**src/rtl/dbg_halt_pkg.sv**
```systemverilog
package dbg_halt_pkg;

    localparam int CTRL_W   = 3;
    localparam int WAKE_BIT = 0;
    localparam int BKPT_BIT = 1;
    localparam int REQ_BIT  = 2;

    typedef struct packed {
        logic dbg_req;
        logic bkpt_en;
        logic wake_force;
    } dbg_ctrl_t;

    typedef enum logic [0:0] {
        CORE_RUN  = 1'b0,
        CORE_HALT = 1'b1
    } core_mode_e;

    function automatic logic bkpt_qualified(input logic hit, input logic bkpt_en, input logic global_en);
        return hit & bkpt_en & global_en;
    endfunction

endpackage

```
**src/rtl/dbg_ctrl_reg.sv**
```systemverilog
module dbg_ctrl_reg
    import dbg_halt_pkg::*;
(
    input  logic              clk,
    input  logic              rst,
    input  logic              wr_en,
    input  logic [CTRL_W-1:0] wr_data,
    output dbg_ctrl_t         ctrl,
    output logic              wake_req
);

    dbg_ctrl_t ctrl_q;

    always_ff @(posedge clk) begin
        if (rst)
            ctrl_q <= '0;
        else if (wr_en)
            ctrl_q <= dbg_ctrl_t'(wr_data);
    end

    assign ctrl     = ctrl_q;
    assign wake_req = ctrl_q.wake_force;

    AST_WAKE_FOLLOWS_WRITE: assert property (@(posedge clk) disable iff (rst)
        wr_en |=> (wake_req == $past(wr_data[WAKE_BIT])));

endmodule

```
**src/rtl/dbg_req_merge.sv**
```systemverilog
module dbg_req_merge
    import dbg_halt_pkg::*;
(
    input  logic clk,
    input  logic rst,
    input  logic halted,
    input  logic boundary,
    input  logic ctrl_req,
    input  logic ctrl_bkpt_en,
    input  logic global_en,
    input  logic bkpt_hit,
    input  logic ext_req,
    output logic enter
);

    logic pend_q;
    logic req_now;

    always_comb begin
        req_now = ctrl_req | ext_req | bkpt_qualified(bkpt_hit, ctrl_bkpt_en, global_en);
        enter   = !halted && boundary && (pend_q || req_now);
    end

    always_ff @(posedge clk) begin
        if (rst || halted || enter)
            pend_q <= 1'b0;
        else
            pend_q <= pend_q | req_now;
    end

    AST_PEND_CLEAR_IN_DEBUG: assert property (@(posedge clk) disable iff (rst)
        halted |=> !pend_q);

endmodule

```
**src/rtl/dbg_mode_fsm.sv**
```systemverilog
module dbg_mode_fsm
    import dbg_halt_pkg::*;
(
    input  logic clk,
    input  logic rst,
    input  logic enter,
    input  logic boundary,
    input  logic exit_cmd,
    input  logic upd_done,
    output logic halted
);

    core_mode_e mode_q;
    logic       upd_q;

    always_ff @(posedge clk) begin
        if (rst) begin
            mode_q <= CORE_RUN;
            upd_q  <= 1'b0;
        end else begin
            case (mode_q)
                CORE_RUN: begin
                    upd_q <= 1'b0;
                    if (enter)
                        mode_q <= CORE_HALT;
                end
                CORE_HALT: begin
                    if (exit_cmd && upd_q) begin
                        mode_q <= CORE_RUN;
                        upd_q  <= 1'b0;
                    end else if (upd_done) begin
                        upd_q  <= 1'b1;
                    end
                end
                default: mode_q <= CORE_RUN;
            endcase
        end
    end

    assign halted = (mode_q == CORE_HALT);

    AST_HALT_ON_BOUNDARY: assert property (@(posedge clk) disable iff (rst)
        $rose(halted) |-> $past(boundary));

    AST_EXIT_NEEDS_UPDATE: assert property (@(posedge clk) disable iff (rst)
        $fell(halted) |-> $past(exit_cmd && upd_q));

    AST_UPDATE_CONSUMED: assert property (@(posedge clk) disable iff (rst)
        $fell(halted) |-> !upd_q);

endmodule

```
**src/rtl/dbg_halt_ctrl.sv**
```systemverilog
module dbg_halt_ctrl
    import dbg_halt_pkg::*;
(
    input  logic              clk,
    input  logic              rst,
    input  logic              cfg_wr_en,
    input  logic [CTRL_W-1:0] cfg_wr_data,
    output logic [CTRL_W-1:0] cfg_rd_data,
    input  logic              ext_dbg_req,
    input  logic              bkpt_hit,
    input  logic              insn_boundary,
    input  logic              dbg_global_en,
    input  logic              state_upd_done,
    input  logic              exit_cmd,
    output logic              core_halt,
    output logic              wake_req,
    output logic              ir_cap_dbg
);

    dbg_ctrl_t ctrl;
    logic      enter;
    logic      halted;

    dbg_ctrl_reg u_ctrl (
        .clk      (clk),
        .rst      (rst),
        .wr_en    (cfg_wr_en),
        .wr_data  (cfg_wr_data),
        .ctrl     (ctrl),
        .wake_req (wake_req)
    );

    dbg_req_merge u_merge (
        .clk          (clk),
        .rst          (rst),
        .halted       (halted),
        .boundary     (insn_boundary),
        .ctrl_req     (ctrl.dbg_req),
        .ctrl_bkpt_en (ctrl.bkpt_en),
        .global_en    (dbg_global_en),
        .bkpt_hit     (bkpt_hit),
        .ext_req      (ext_dbg_req),
        .enter        (enter)
    );

    dbg_mode_fsm u_fsm (
        .clk      (clk),
        .rst      (rst),
        .enter    (enter),
        .boundary (insn_boundary),
        .exit_cmd (exit_cmd),
        .upd_done (state_upd_done),
        .halted   (halted)
    );

    assign cfg_rd_data = CTRL_W'(ctrl);
    assign core_halt   = halted;
    assign ir_cap_dbg  = halted;

    AST_REQ_BIT_ENTERS: assert property (@(posedge clk) disable iff (rst)
        (!core_halt && insn_boundary && ctrl.dbg_req) |=> core_halt);

endmodule

```
**config.mk**
```make
export PLATFORM = sky130hd
export DESIGN_NAME = dbg_halt_ctrl
export DESIGN_NICKNAME = d
export VERILOG_FILES = /design/src/rtl/dbg_halt_pkg.sv /design/src/rtl/dbg_ctrl_reg.sv /design/src/rtl/dbg_req_merge.sv /design/src/rtl/dbg_mode_fsm.sv /design/src/rtl/dbg_halt_ctrl.sv
export SDC_FILE = /design/constraint.sdc
export NUM_CORES = 1
export LEC_CHECK = 0
export BUFFER_PORTS_ARGS = -buffer_cell sky130_fd_sc_hd__buf_4
export CORE_AREA = 2 2 39 41
export DETAILED_ROUTE_END_ITERATION = 8
export DIE_AREA = 0 0 41 43
export GPL_ROUTABILITY_DRIVEN = 0
export SYNTH_ARGS = -nofsm -noshare
export SYNTH_HDL_FRONTEND = slang
export SYNTH_SLANG_ARGS = --single-unit
```
**constraint.sdc**
```tcl
create_clock -name clk -period 1.6 [get_ports clk]
set_clock_uncertainty 0.15 [all_clocks]
set_input_delay 0.16 -clock clk [delete_from_list [all_inputs] [get_ports clk]]
set_output_delay 0.16 -clock clk [all_outputs]
set_load 0.02 [all_outputs]
```
==> results of run 1 <==
-- logic make-up (layout without fill, tap and decap cells) --
| kind of cell | count (synthesis) | in the layout |
|---|---|---|
| simple gates | 12 | 12 |
| buf+inv | 4 | 25 |
| mux | 3 | 3 |
| flops | 6 | 6 |
| compound gates | 1 | 1 |
-- metrics by stage --
| stage | utilization (%) | total power, mW | cells |
|---|---|---|---|
| after CTS | 31.65 | 0.3982 | 63 |
| after floorplan | - | 0.2119 | 26 |
| after detailed placement | 26.40 | 0.2472 | 55 |
| final | 32.73 | 0.3985 | 63 |
| after global placement | 26.40 | 0.2466 | 55 |
| after global routing | 32.73 | 0.4191 | 63 |
-- flip-flops by register name (all words and copies together) (netlist names) --
name,cells
u_merge.pend_q,1
u_ctrl.wake_req,1
u_ctrl.ctrl,2
u_fsm.upd_q,1
u_fsm.halted,1
-- final cells by class --
type,count,area share (%)
repair buffers,22,39.23
flip-flops and latches,6,26.52
multi-input cells,16,24.86
clock buffers,3,4.972
well taps,16,4.420
-- routing by layer --
layer / global-route usage, % / share of wire, % / vias up
met5: 0 / 0 / -
li1: - / - / 129
met1: 6.090 / 40 / 110
met2: 9.688 / 51 / 9
met3: 3.141 / 8.6 / 0
met4: 8.000 / 0 / 0
-- path summary, 6_finish.rpt --
kind	start	endpoint	slack (ns)
max	insn_boundary	u_merge.pend_q	0.04
max reg2reg	u_ctrl.ctrl[2]	u_merge.pend_q	0.05
min	cfg_wr_data[1]	u_ctrl.ctrl[1]	0.01
min reg2reg	u_fsm.upd_q	u_fsm.upd_q	0.33
-- timing repair --
action,CTS,global route
gates resized for setup,0,2
endpoints found under the setup margin,0,1
hold buffers,5,0
hold endpoints to repair,5,0
-- worst min-delay path, delay by kind of cell --
family        cells  cell delay [ns]
simple gates      1             0.07
buf+inv           1             0.08
mux               1             0.05
-- placed cells by master (no fill, tap or decap), drive strengths merged --
| master | instances |
|---|---|
| and3 | 1 |
| o21ai | 1 |
| nor4 | 2 |
| dlygate4sd3 | 5 |
| mux2i | 3 |
| nand2 | 2 |
| dfxtp | 6 |
| clkbuf | 3 |
| nand3b | 1 |
| nor2 | 6 |
| buf | 17 |
-- power by group through the flow --
stage / Clock (mW) / Sequential (mW) / Combinational [mW]
floorplan: 0 / 0.176 / 0.0364
global route: 0.153 / 0.171 / 0.0947
CTS: 0.144 / 0.169 / 0.0857
global placement: 0 / 0.171 / 0.0752
detailed placement: 0 / 0.172 / 0.0755
finish: 0.139 / 0.170 / 0.0889
==> key figures, run 1 <==
Placement
  – Dpl ws: 0.5644 ns
  – I/O Buffers: 17
  – Placed cell area: about 370 um^2

Status
  – Status: finished clean

Worst setup path
  – WP buf/inv: 3
  – Critical path data required time: around 1.6 ns
  – Slowest-stage cell, CP: dlygate4sd3_1
  – Crit end category: flop
  – Most Frequent Cell on Critical Path: dlygate4sd3_1
  – Cell depth of the worst setup path: 4
  – Max stage delay on crit path: between 0.5 and 0.6 ns
  – CP startpoint kind: input pin
  – Data arrival, critical path: about 1.6 ns
  – R2R cell count: 3
  – Kind of critical path: in -> reg
  – CP Cell Sequence: dlygate4sd3_1 > buf_4 > nor4_2 > dlygate4sd3_1
  – CP delay by family, top: buffers and inverters
  – Crit-path max FO: 2

Power
  – Sw Share: between 20% and 30%
  – Pwr/cell area: 879.7 nW/um^2
  – P_int: a little under 300 uW
  – Worst vdd ir: 297.8 uV
  – P_leak: around 0.22 nW
  – Net switching power: 100.8 uW
  – Clock power share: about a third
  – Reg power frac: 42.7%
  – Combinational fraction of design power: approximately 22%

Flow run
  – Max-Cap Viols: 0

Die
  – Top Ports: 18
  – Site Rows: 14
  – Core Box Area: 1384 um^2
  – Starting Density: about 18%
  – Die height: about 43 um
  – Die W: a little over 40 um
  – Die area: 1763 um^2

Route
  – Via count: 248
  – Routed WL: ~560 um
  – Final ANT Viol Nets: 0
  – DRT iter0 DRCs: 4
  – WL/cell: slightly below 9 um
  – Detailed-route DRC error count: 0
  – Vias/cell: about 3.9
  – DRT Pass-1 Iters: 2

Logic synthesis
  – Fraction of registers with async set/reset: 0%
  – Synth Area in Compound Gates: approximately 2%
  – Mux cell area share after synthesis: around an eighth
  – Cell count after synthesis: 26
  – YS warnings: 0
  – Synth Area in XOR/XNOR: 0%
  – Post-synthesis sequential area ratio: between 40% and 50%
  – Dominant cells by area after synthesis: dfxtp_1 (48%), mux2i_1 (12%), buf_4 (12%)
  – Flops & latches, synth: 6
  – Yosys top cell by area: dfxtp_1
  – Commonest cells post-synth: dfxtp_1 (6), nor2_1 (6), buf_4 (4)
  – Mapped Nets: 38
  – Synth Flop Type: dfxtp_1
  – Yosys cell types: 10
  – Post-Syn Area per Cell: approximately 9.5 um^2
  – Synth Area in Adders: 0%
  – Share of the synthesized area in the top cell type: about half
  – Mapped cell area: roughly 250 um^2
  – Post-Synth Simple-Gate Area: between 20% and 30%
  – Number of synthesized flops with an enable pin: 0
  – Largest family of logic cells by synthesized area: simple AND/OR/NAND/NOR gates

STA
  – Fin. Hold Viols: 0
  – Measured slew at the worst slew-check pin: between 0.2 and 0.3 ns
  – Fin crit period: 1.562 ns
  – Final number of setup-violating endpoints: 0
  – Unrepaired setup endpoints after global routing: false
  – Crit share post-route: between 90% and 100%
  – Peak Freq: 640.1 MHz
  – Setup TNS: 0 ns
  – Final hold slack: approximately 0.012 ns
  – Slew Limit Fails: 0
  – Relative slew margins: between 80% and 90%
  – Setup ws final: around 0.038 ns

Clock network
  – Clock buffer count from CTS: 3
  – Post-CTS setup buffer count: 0
  – Maximum root-to-sink buffer count: 2
  – H-tree depth: 1
  – Root Driver: clkbuf_4
  – CTS tree: yes
  – Clock slew at reported path FFs: approximately 0.04 ns
  – Clk sink count: 6
  – Later-pin clock latency in the skew report: between 0.2 and 0.25 ns

Cells and area
  – Ant diodes: 0
  – Share of layout cells above drive strength 1: about 47%
  – Nets: 61
  – Register area: approximately 120 um^2
  – P&R area growth vs syn: 82.83%
  – Filler cells: about 150
  – Post-layout instance area: around 450 um^2
  – Area of the multi-input gates: approximately 110 um^2

Hold path
  – Hold Crit Depth: 3
  – Hold Crit Class: in -> reg

Global route
  – Total gr overflow: 0
  – Total Routing Usage GR: 6.820%
  – Pin count of the biggest net entering global routing: 6
  – First-pass GRT wire length: roughly 740 um
  – Via count of the first global-routing pass: between 200 and 250
  – Initial antenna violation count: 0
(Power assumes the default switching activity.)
==> inputs of run 2 (changes only) <==
--- a/config.mk
+++ b/config.mk
@@ -10,6 +10,8 @@
 export DETAILED_ROUTE_END_ITERATION = 8
 export DIE_AREA = 0 0 41 43
 export GPL_ROUTABILITY_DRIVEN = 0
+export PLACE_DENSITY = 0.5
+export RECOVER_POWER = 25
 export SYNTH_ARGS = -nofsm -noshare
 export SYNTH_HDL_FRONTEND = slang
 export SYNTH_SLANG_ARGS = --single-unit
==> run 2 against run 1 <==
First-iteration DRC count decreased by 75%. Sequential power about the same. Critical path depth unchanged. Fmax increased by 2.6%. Largest power group unchanged. Clock power decreased by 4%. Sequential share of layout area increased by 1.3 points. Worst setup slack improved by 0.039 ns. Worst hold slack got worse by 0.0042 ns. Count of clock-buffer cells in the layout unchanged. Register-to-register slack improved by 0.49 ns.
==> key figures, run 2 (synthesis results as in run 1) <==
STA
  – Relative slew margins: 83.10% (was 82.58%)
  – Peak Freq: 656.5 MHz (was 640.1 MHz)
  – Final number of setup-violating endpoints: 0 (unchanged)
  – Fin crit period: 1.523 ns (was 1.562 ns)
  – Fin. Hold Viols: 0 (unchanged)
  – Measured slew at the worst slew-check pin: 0.2516 ns (was 0.2593 ns)
  – Setup TNS: 0 ns (unchanged)
  – Unrepaired setup endpoints after global routing: false (unchanged)
  – Slew Limit Fails: 0 (unchanged)
  – Crit share post-route: 95.20% (was 97.65%)

Die
  – Die W: 41 um (unchanged)
  – Starting Density: 17.90% (unchanged)
  – Die area: 1763 um^2 (unchanged)
  – Die height: 43 um (unchanged)
  – Core Box Area: 1384 um^2 (unchanged)
  – Site Rows: 14 (unchanged)
  – Top Ports: 18 (unchanged)

Route
  – DRT Pass-1 Iters: 2 (unchanged)
  – Detailed-route DRC error count: 0 (unchanged)
  – Vias/cell: 3.935 (was 3.937)
  – WL/cell: 9.806 um (was 8.889 um)
  – DRT iter0 DRCs: 1 (was 4)
  – Routed WL: 608 um (was 560 um)
  – Final ANT Viol Nets: 0 (unchanged)
  – Via count: 244 (was 248)

Cells and area
  – Nets: 60 (was 61)
  – Max reg flops: 2 (unchanged)
  – Ant diodes: 0 (unchanged)
  – Most frequent cells in the layout: buf_4 (14), nor2_1 (6), dfxtp_1 (6) (was buf_4 (17), nor2_1 (6), dfxtp_1 (6))
  – Util after Layout: 31.19% (was 32.73%)
  – Commonest non-fill, non-tap cell in the layout: buf_4 (unchanged)
  – Share of layout cells above drive strength 1: 41.30% (was 46.81%)
  – P&R area growth vs syn: 74.24% (was 82.83%)

Global route
  – Via count of the first global-routing pass: 251 (was 208)
  – Total gr overflow: 0 (unchanged)
  – Pin count of the biggest net entering global routing: 6 (unchanged)
  – First-pass GRT wire length: 890 um (was 738 um)
  – Initial antenna violation count: 0 (unchanged)
  – Total Routing Usage GR: 8.141% (was 6.820%)

Power
  – P_leak: 0.1983 nW (was 0.2186 nW)
  – Combinational fraction of design power: 21.4% (was 22.3%)
  – Worst vdd ir: 469.2 uV (was 297.8 uV)
  – Reg power frac: 44.1% (was 42.7%)
  – P_int: 291.9 uW (was 297.7 uW)
  – Sw Share: 24.69% (was 25.29%)
  – Net switching power: 95.71 uW (was 100.8 uW)
  – Clock power share: 34.4% (was 35.0%)
  – Pwr/cell area: 897.8 nW/um^2 (was 879.7 nW/um^2)

Hold path
  – Hold Crit Class: in -> reg (unchanged)

Placement
  – I/O Buffers: 17 (unchanged)
  – HPWL Detailed: roughly 440 um

Clock network
  – Clk sink count: 6 (unchanged)
  – Root Driver: clkbuf_4 (unchanged)
  – Maximum root-to-sink buffer count: 2 (unchanged)
  – CTS tree: yes (unchanged)
  – Later-pin clock latency in the skew report: 0.24 ns (about the same)
  – H-tree depth: 1 (unchanged)
  – Clock buffer count from CTS: 3 (unchanged)
  – Post-CTS setup buffer count: 0 (unchanged)
  – Clock slew at reported path FFs: 0.04 ns (about the same)

Worst setup path
  – Crit-path max FO: 4 (was 2)
  – Crit end category: flop (unchanged)
  – Critical path data required time: 1.62 ns (was 1.63 ns)
  – Flop-to-flop setup slack: 0.54 ns (was 0.05 ns)
  – Data arrival, critical path: 1.55 ns (was 1.59 ns)
  – Kind of critical path: in -> reg (unchanged)
  – CP startpoint kind: input pin (unchanged)

Flow run
  – Max-Cap Viols: 0 (unchanged)

Status
  – Status: finished clean (unchanged)
[run 2: changes by cell type in the layout (fill, tap and decap cells not counted)]
cell | before | now
clkbuf_1 | 0 | 3
buf_4 | 17 | 14
dlygate4sd3_1 | 5 | 4
[run 2: layer usage]
metal	vias to the layer above	track usage, %	wire length (um)
met2	8	11.88	336
met1	110	7.097	216
li1	126	-	-
met5	-	0	0
met3	0	9.424	56
met4	0	2.000	0
[run 2: power groups by stage]
stage | Clock, mW | Combinational [mW] | Sequential [mW]
floorplan | 0 | 0.0364 | 0.176
global placement | 0 | 0.0754 | 0.172
detailed placement | 0 | 0.0756 | 0.172
CTS | 0.143 | 0.0837 | 0.170
global route | 0.155 | 0.0902 | 0.172
finish | 0.133 | 0.0831 | 0.171
[run 2: critical path, stage by stage]
cell and delay [ns]:
dlygate4sd3_1 0.54, buf_4 0.15, dlygate4sd3_1 0.59, nor2_1 0.11
[run 2: stage by stage]
stage | power (mW) | instance area [um^2] | hold slack, ns | setup WS (ns) | std cells
floorplan | 0.2119 | 247.7 | 0.08238 | 0.6303 | 26
global placement | 0.2470 | 365.4 | 0.1897 | 0.5910 | 55
detailed placement | 0.2478 | 365.4 | 0.1895 | 0.5931 | 55
CTS | 0.3964 | 427.9 | 0.004482 | 0.04376 | 62
global route | 0.4173 | 431.7 | 0.01834 | 0.02532 | 62
finish | 0.3876 | 431.7 | 0.007619 | 0.07684 | 62
[run 2: area by class of cell]
cell class,count,area (um^2)
well taps,16,20.02
repair buffers,21,156.4
flip-flops and latches,6,120.1
multi-input cells,16,112.6
fillers,158,952.2
clock buffers,3,22.52
[run 2: path summary, 6_finish.rpt]
path	start	endpoint	depth (start not counted)
max	rst	u_ctrl.wake_req	4
min	cfg_wr_data[1]	u_ctrl.ctrl[1]	3
max reg2reg	u_ctrl.ctrl[2]	u_fsm.halted	2
min reg2reg	u_fsm.upd_q	u_fsm.upd_q	2
[run 2: repair_timing]
action | 4_1_cts | 5_1_grt
hold endpoints to repair | 5 | 1
endpoints found under the setup margin | 0 | 1
resized for setup | 0 | 2
hold buffers | 4 | 1
==> inputs of run 3 (changes only) <==
--- a/config.mk
+++ b/config.mk
@@ -5,12 +5,13 @@
 export SDC_FILE = /design/constraint.sdc
 export NUM_CORES = 1
 export LEC_CHECK = 0
+export ABC_AREA = 1
 export BUFFER_PORTS_ARGS = -buffer_cell sky130_fd_sc_hd__buf_4
 export CORE_AREA = 2 2 39 41
 export DETAILED_ROUTE_END_ITERATION = 8
 export DIE_AREA = 0 0 41 43
 export GPL_ROUTABILITY_DRIVEN = 0
-export PLACE_DENSITY = 0.5
+export PLACE_DENSITY = 0.51
 export RECOVER_POWER = 25
 export SYNTH_ARGS = -nofsm -noshare
 export SYNTH_HDL_FRONTEND = slang
==> run 3 against run 2 <==
Worst setup slack better by 0.45 ns. Wire length is 12% lower. Flip-flop and latch count stayed put. Clock power hardly changed. Count of clock-buffer cells in the layout stayed put. Highest routed layer unchanged. Register-to-register slack better by 0.15 ns. Critical path depth is 3 lower. Cell count is 16% higher. Combinational power is 3.4% higher. Largest power group unchanged. Die area stayed put.
==> key figures, run 3 <==
Status
  – Status: finished clean (unchanged)

Worst setup path
  – Crit-path max FO: 4 (unchanged)
  – CP delay by family, top: flip-flops (was buffers and inverters)
  – Critical path data required time: 1.29 ns (was 1.62 ns)
  – Flop-to-flop setup slack: 0.69 ns (was 0.54 ns)
  – Max stage delay on crit path: 0.37 ns (was 0.59 ns)
  – CP Cell Sequence: buf_4 (was dlygate4sd3_1 > buf_4 > dlygate4sd3_1 > nor2_1)
  – Crit end category: output port (was flop)
  – WP buf/inv: 1 (was 3)
  – R2R cell count: 4 (was 2)
  – CP startpoint kind: flop (was input pin)
  – Kind of critical path: reg -> out (was in -> reg)
  – Data arrival, critical path: 0.76 ns (was 1.55 ns)
  – Worst reg2reg startpoint: u_fsm.halted (was u_ctrl.ctrl[2])
  – Reg2reg end: u_merge.pend_q (was u_fsm.halted)
  – Slowest-stage cell, CP: dfxtp_1 (was dlygate4sd3_1)

Power
  – Worst vdd ir: 341.8 uV (was 469.2 uV)
  – P_leak: 0.2231 nW (was 0.1983 nW)
  – Reg power frac: 43.3% (was 44.1%)
  – Clock power share: 34.7% (was 34.4%)
  – Net switching power: 97.32 uW (was 95.71 uW)
  – Sw Share: 24.97% (was 24.69%)
  – Combinational fraction of design power: 22.0% (was 21.4%)
  – P_int: 292.5 uW (was 291.9 uW)
  – Total chip power: 389.8 uW (was 387.6 uW)
  – Pwr/cell area: 903.1 nW/um^2 (was 897.8 nW/um^2)

Die
  – Top Ports: 18 (unchanged)
  – Core Box Area: 1384 um^2 (unchanged)
  – Die W: 41 um (unchanged)
  – Die area: 1763 um^2 (unchanged)
  – Starting Density: 19.08% (was 17.90%)
  – Site Rows: 14 (unchanged)
  – Die height: 43 um (unchanged)

Clock network
  – CTS tree: yes (unchanged)
  – Later-pin clock latency in the skew report: 0.24 ns (about the same)
  – Clock buffer count from CTS: 3 (unchanged)
  – Maximum root-to-sink buffer count: 2 (unchanged)
  – Clock slew at reported path FFs: 0.04 ns (about the same)
  – Root Driver: clkbuf_4 (unchanged)
  – H-tree depth: 1 (unchanged)
  – Clk sink count: 6 (unchanged)

STA
  – Peak Freq: 930.3 MHz (was 656.5 MHz)
  – Final number of setup-violating endpoints: 0 (unchanged)
  – Fin. Hold Viols: 0 (unchanged)
  – Fin crit period: 1.075 ns (was 1.523 ns)
  – Setup TNS: 0 ns (unchanged)
  – Unrepaired setup endpoints after global routing: false (unchanged)
  – Slew Limit Fails: 0 (unchanged)
  – Measured slew at the worst slew-check pin: 0.1364 ns (was 0.2516 ns)
  – Crit share post-route: 67.18% (was 95.20%)
  – Relative slew margins: 90.81% (was 83.10%)

Logic synthesis
  – Post-synthesis sequential area ratio: 45.50% (was 48.48%)
  – Post-Syn Area per Cell: 7.135 um^2 (was 9.528 um^2)
  – Commonest cells post-synth: nor2_1 (11), dfxtp_1 (6), buf_4 (4), inv_1 (4) (was dfxtp_1 (6), nor2_1 (6), buf_4 (4))
  – Number of synthesized flops with an enable pin: 0 (unchanged)
  – Mapped Nets: 49 (was 38)
  – Synth Flop Type: dfxtp_1 (unchanged)
  – Share of the synthesized area in the top cell type: 45.50% (was 48.48%)
  – Cell count after synthesis: 37 (was 26)
  – Dominant cells by area after synthesis: dfxtp_1 (45%), nor2_1 (16%), buf_4 (11%) (was dfxtp_1 (48%), mux2i_1 (12%), buf_4 (12%))
  – Leading cell type by number of instances after synthesis: nor2_1
  – Flops & latches, synth: 6 (unchanged)
  – Fraction of registers with async set/reset: 0% (unchanged)
  – YS warnings: 0 (unchanged)
  – Mapped cell area: 264.0 um^2 (was 247.7 um^2)
  – Yosys cell types: 10 (unchanged)
  – Yosys top cell by area: dfxtp_1 (unchanged)

Hold path
  – Hold Crit Depth: 3 (unchanged)
  – HP Start: cfg_wr_data[0] (was cfg_wr_data[1])
  – Worst hold endpoint: u_ctrl.wake_req (was u_ctrl.ctrl[1])
  – Hold Crit Class: in -> reg (unchanged)

Route
  – WL/cell: 7.403 um (was 9.806 um)
  – DRT iter0 DRCs: 0 (was 1)
  – Detailed-route DRC error count: 0 (unchanged)
  – Routed WL: 533 um (was 608 um)
  – Via count: 282 (was 244)
  – DRT Pass-1 Iters: 1 (was 2)
  – Final ANT Viol Nets: 0 (unchanged)
  – Vias/cell: 3.917 (was 3.935)

Global route
  – Pin count of the biggest net entering global routing: 6 (unchanged)
  – Via count of the first global-routing pass: 253 (was 251)
  – Initial antenna violation count: 0 (unchanged)
  – Total gr overflow: 0 (unchanged)
  – Total Routing Usage GR: 8.241% (was 8.141%)
  – First-pass GRT wire length: 938 um (was 890 um)

Cells and area
  – Ant diodes: 0 (unchanged)
  – Nets: 70 (was 60)
  – Most frequent cells in the layout: buf_4 (17), nor2_1 (11), dfxtp_1 (6) (was buf_4 (14), nor2_1 (6), dfxtp_1 (6))
  – Share of layout cells above drive strength 1: 37.50% (was 41.30%)
  – Filler cells: 159 (was 158)
  – Commonest non-fill, non-tap cell in the layout: buf_4 (unchanged)
  – P&R area growth vs syn: 63.51% (was 74.24%)
  – Max reg flops: 2 (unchanged)

Placement
  – I/O Buffers: 17 (unchanged)
  – HPWL Detailed: 431.8 um (was 438.7 um)

Flow run
  – Max-Cap Viols: 0 (unchanged)
run 3: changes by cell type after synthesis, moves of 3 or more:
cell     before  now
nand3_1       0    3
inv_1         0    4
nor2_1        6   11
o21ai_0       0    3
mux2i_1       3    0
run 3: worst max path at each step:
| stage | endpoint | slack (ns) | cells after the start | start |
|---|---|---|---|---|
| detailed placement | u_merge.pend_q | 0.68 | 4 | u_fsm.halted |
| CTS | ir_cap_dbg | 0.51 | 1 | u_fsm.halted |
| global route | core_halt | 0.47 | 1 | u_fsm.halted |
| finish | core_halt | 0.53 | 1 | u_fsm.halted |
| floorplan | u_merge.pend_q | 0.58 | 4 | u_fsm.halted |
| global placement | u_merge.pend_q | 0.69 | 4 | u_fsm.halted |
run 3: repair_timing:
action	4_1_cts	5_1_grt
gates resized for setup	0	0
hold endpoints to repair	3	0
hold buffers	3	0
setup buffers	0	0
run 3: power groups by stage:
stage               Clock [mW]  Sequential [mW]  Combinational (mW)
finish                   0.135            0.169              0.0859
global route             0.154            0.170              0.0944
CTS                      0.147            0.169              0.0887
detailed placement           0            0.172              0.0828
global placement             0            0.171              0.0825
floorplan                    0            0.176              0.0436
run 3: metal layers:
layer / track usage [%] / vias up / wire length [um]
li1: - / 150 / -
met1: 8.387 / 121 / 215
met2: 11.88 / 11 / 255
met3: 7.853 / 0 / 62
met4: 2.000 / 0 / 0
met5: 0 / - / 0
run 3: stage by stage:
step | cell area, um^2 | util, % | hold slack [ns] | std cells | worst slack (ns)
floorplan | 264.0 | - | 0.1394 | 37 | 0.5823
global placement | 381.6 | 27.58 | 0.2318 | 66 | 0.6922
detailed placement | 381.6 | 27.58 | 0.2393 | 66 | 0.6825
CTS | 434.2 | 31.37 | 0.008006 | 72 | 0.5071
global route | 431.7 | 31.19 | 0.03134 | 72 | 0.4740
finish | 431.7 | 31.19 | 0.01112 | 72 | 0.5251
run 3: kinds of logic (layout without fill, tap and decap cells):
| group | after synthesis | count (layout) | synth area share, % |
|---|---|---|---|
| and+or+nand+nor | 19 | 19 | 30.33 |
| AOI/OAI and AO/OA | 3 | 3 | 5.686 |
| buffers and inverters | 9 | 28 | 18.48 |
| DFF | 6 | 6 | 45.50 |
run 3: cell type report:
type	count	area (um^2)	area share, %
repair buffers	20	157.7	36.52
flip-flops and latches	6	120.1	27.83
multi-input cells	22	92.59	21.45
clock buffers	3	22.52	5.217
well taps	16	20.02	4.638
inverters	5	18.77	4.348
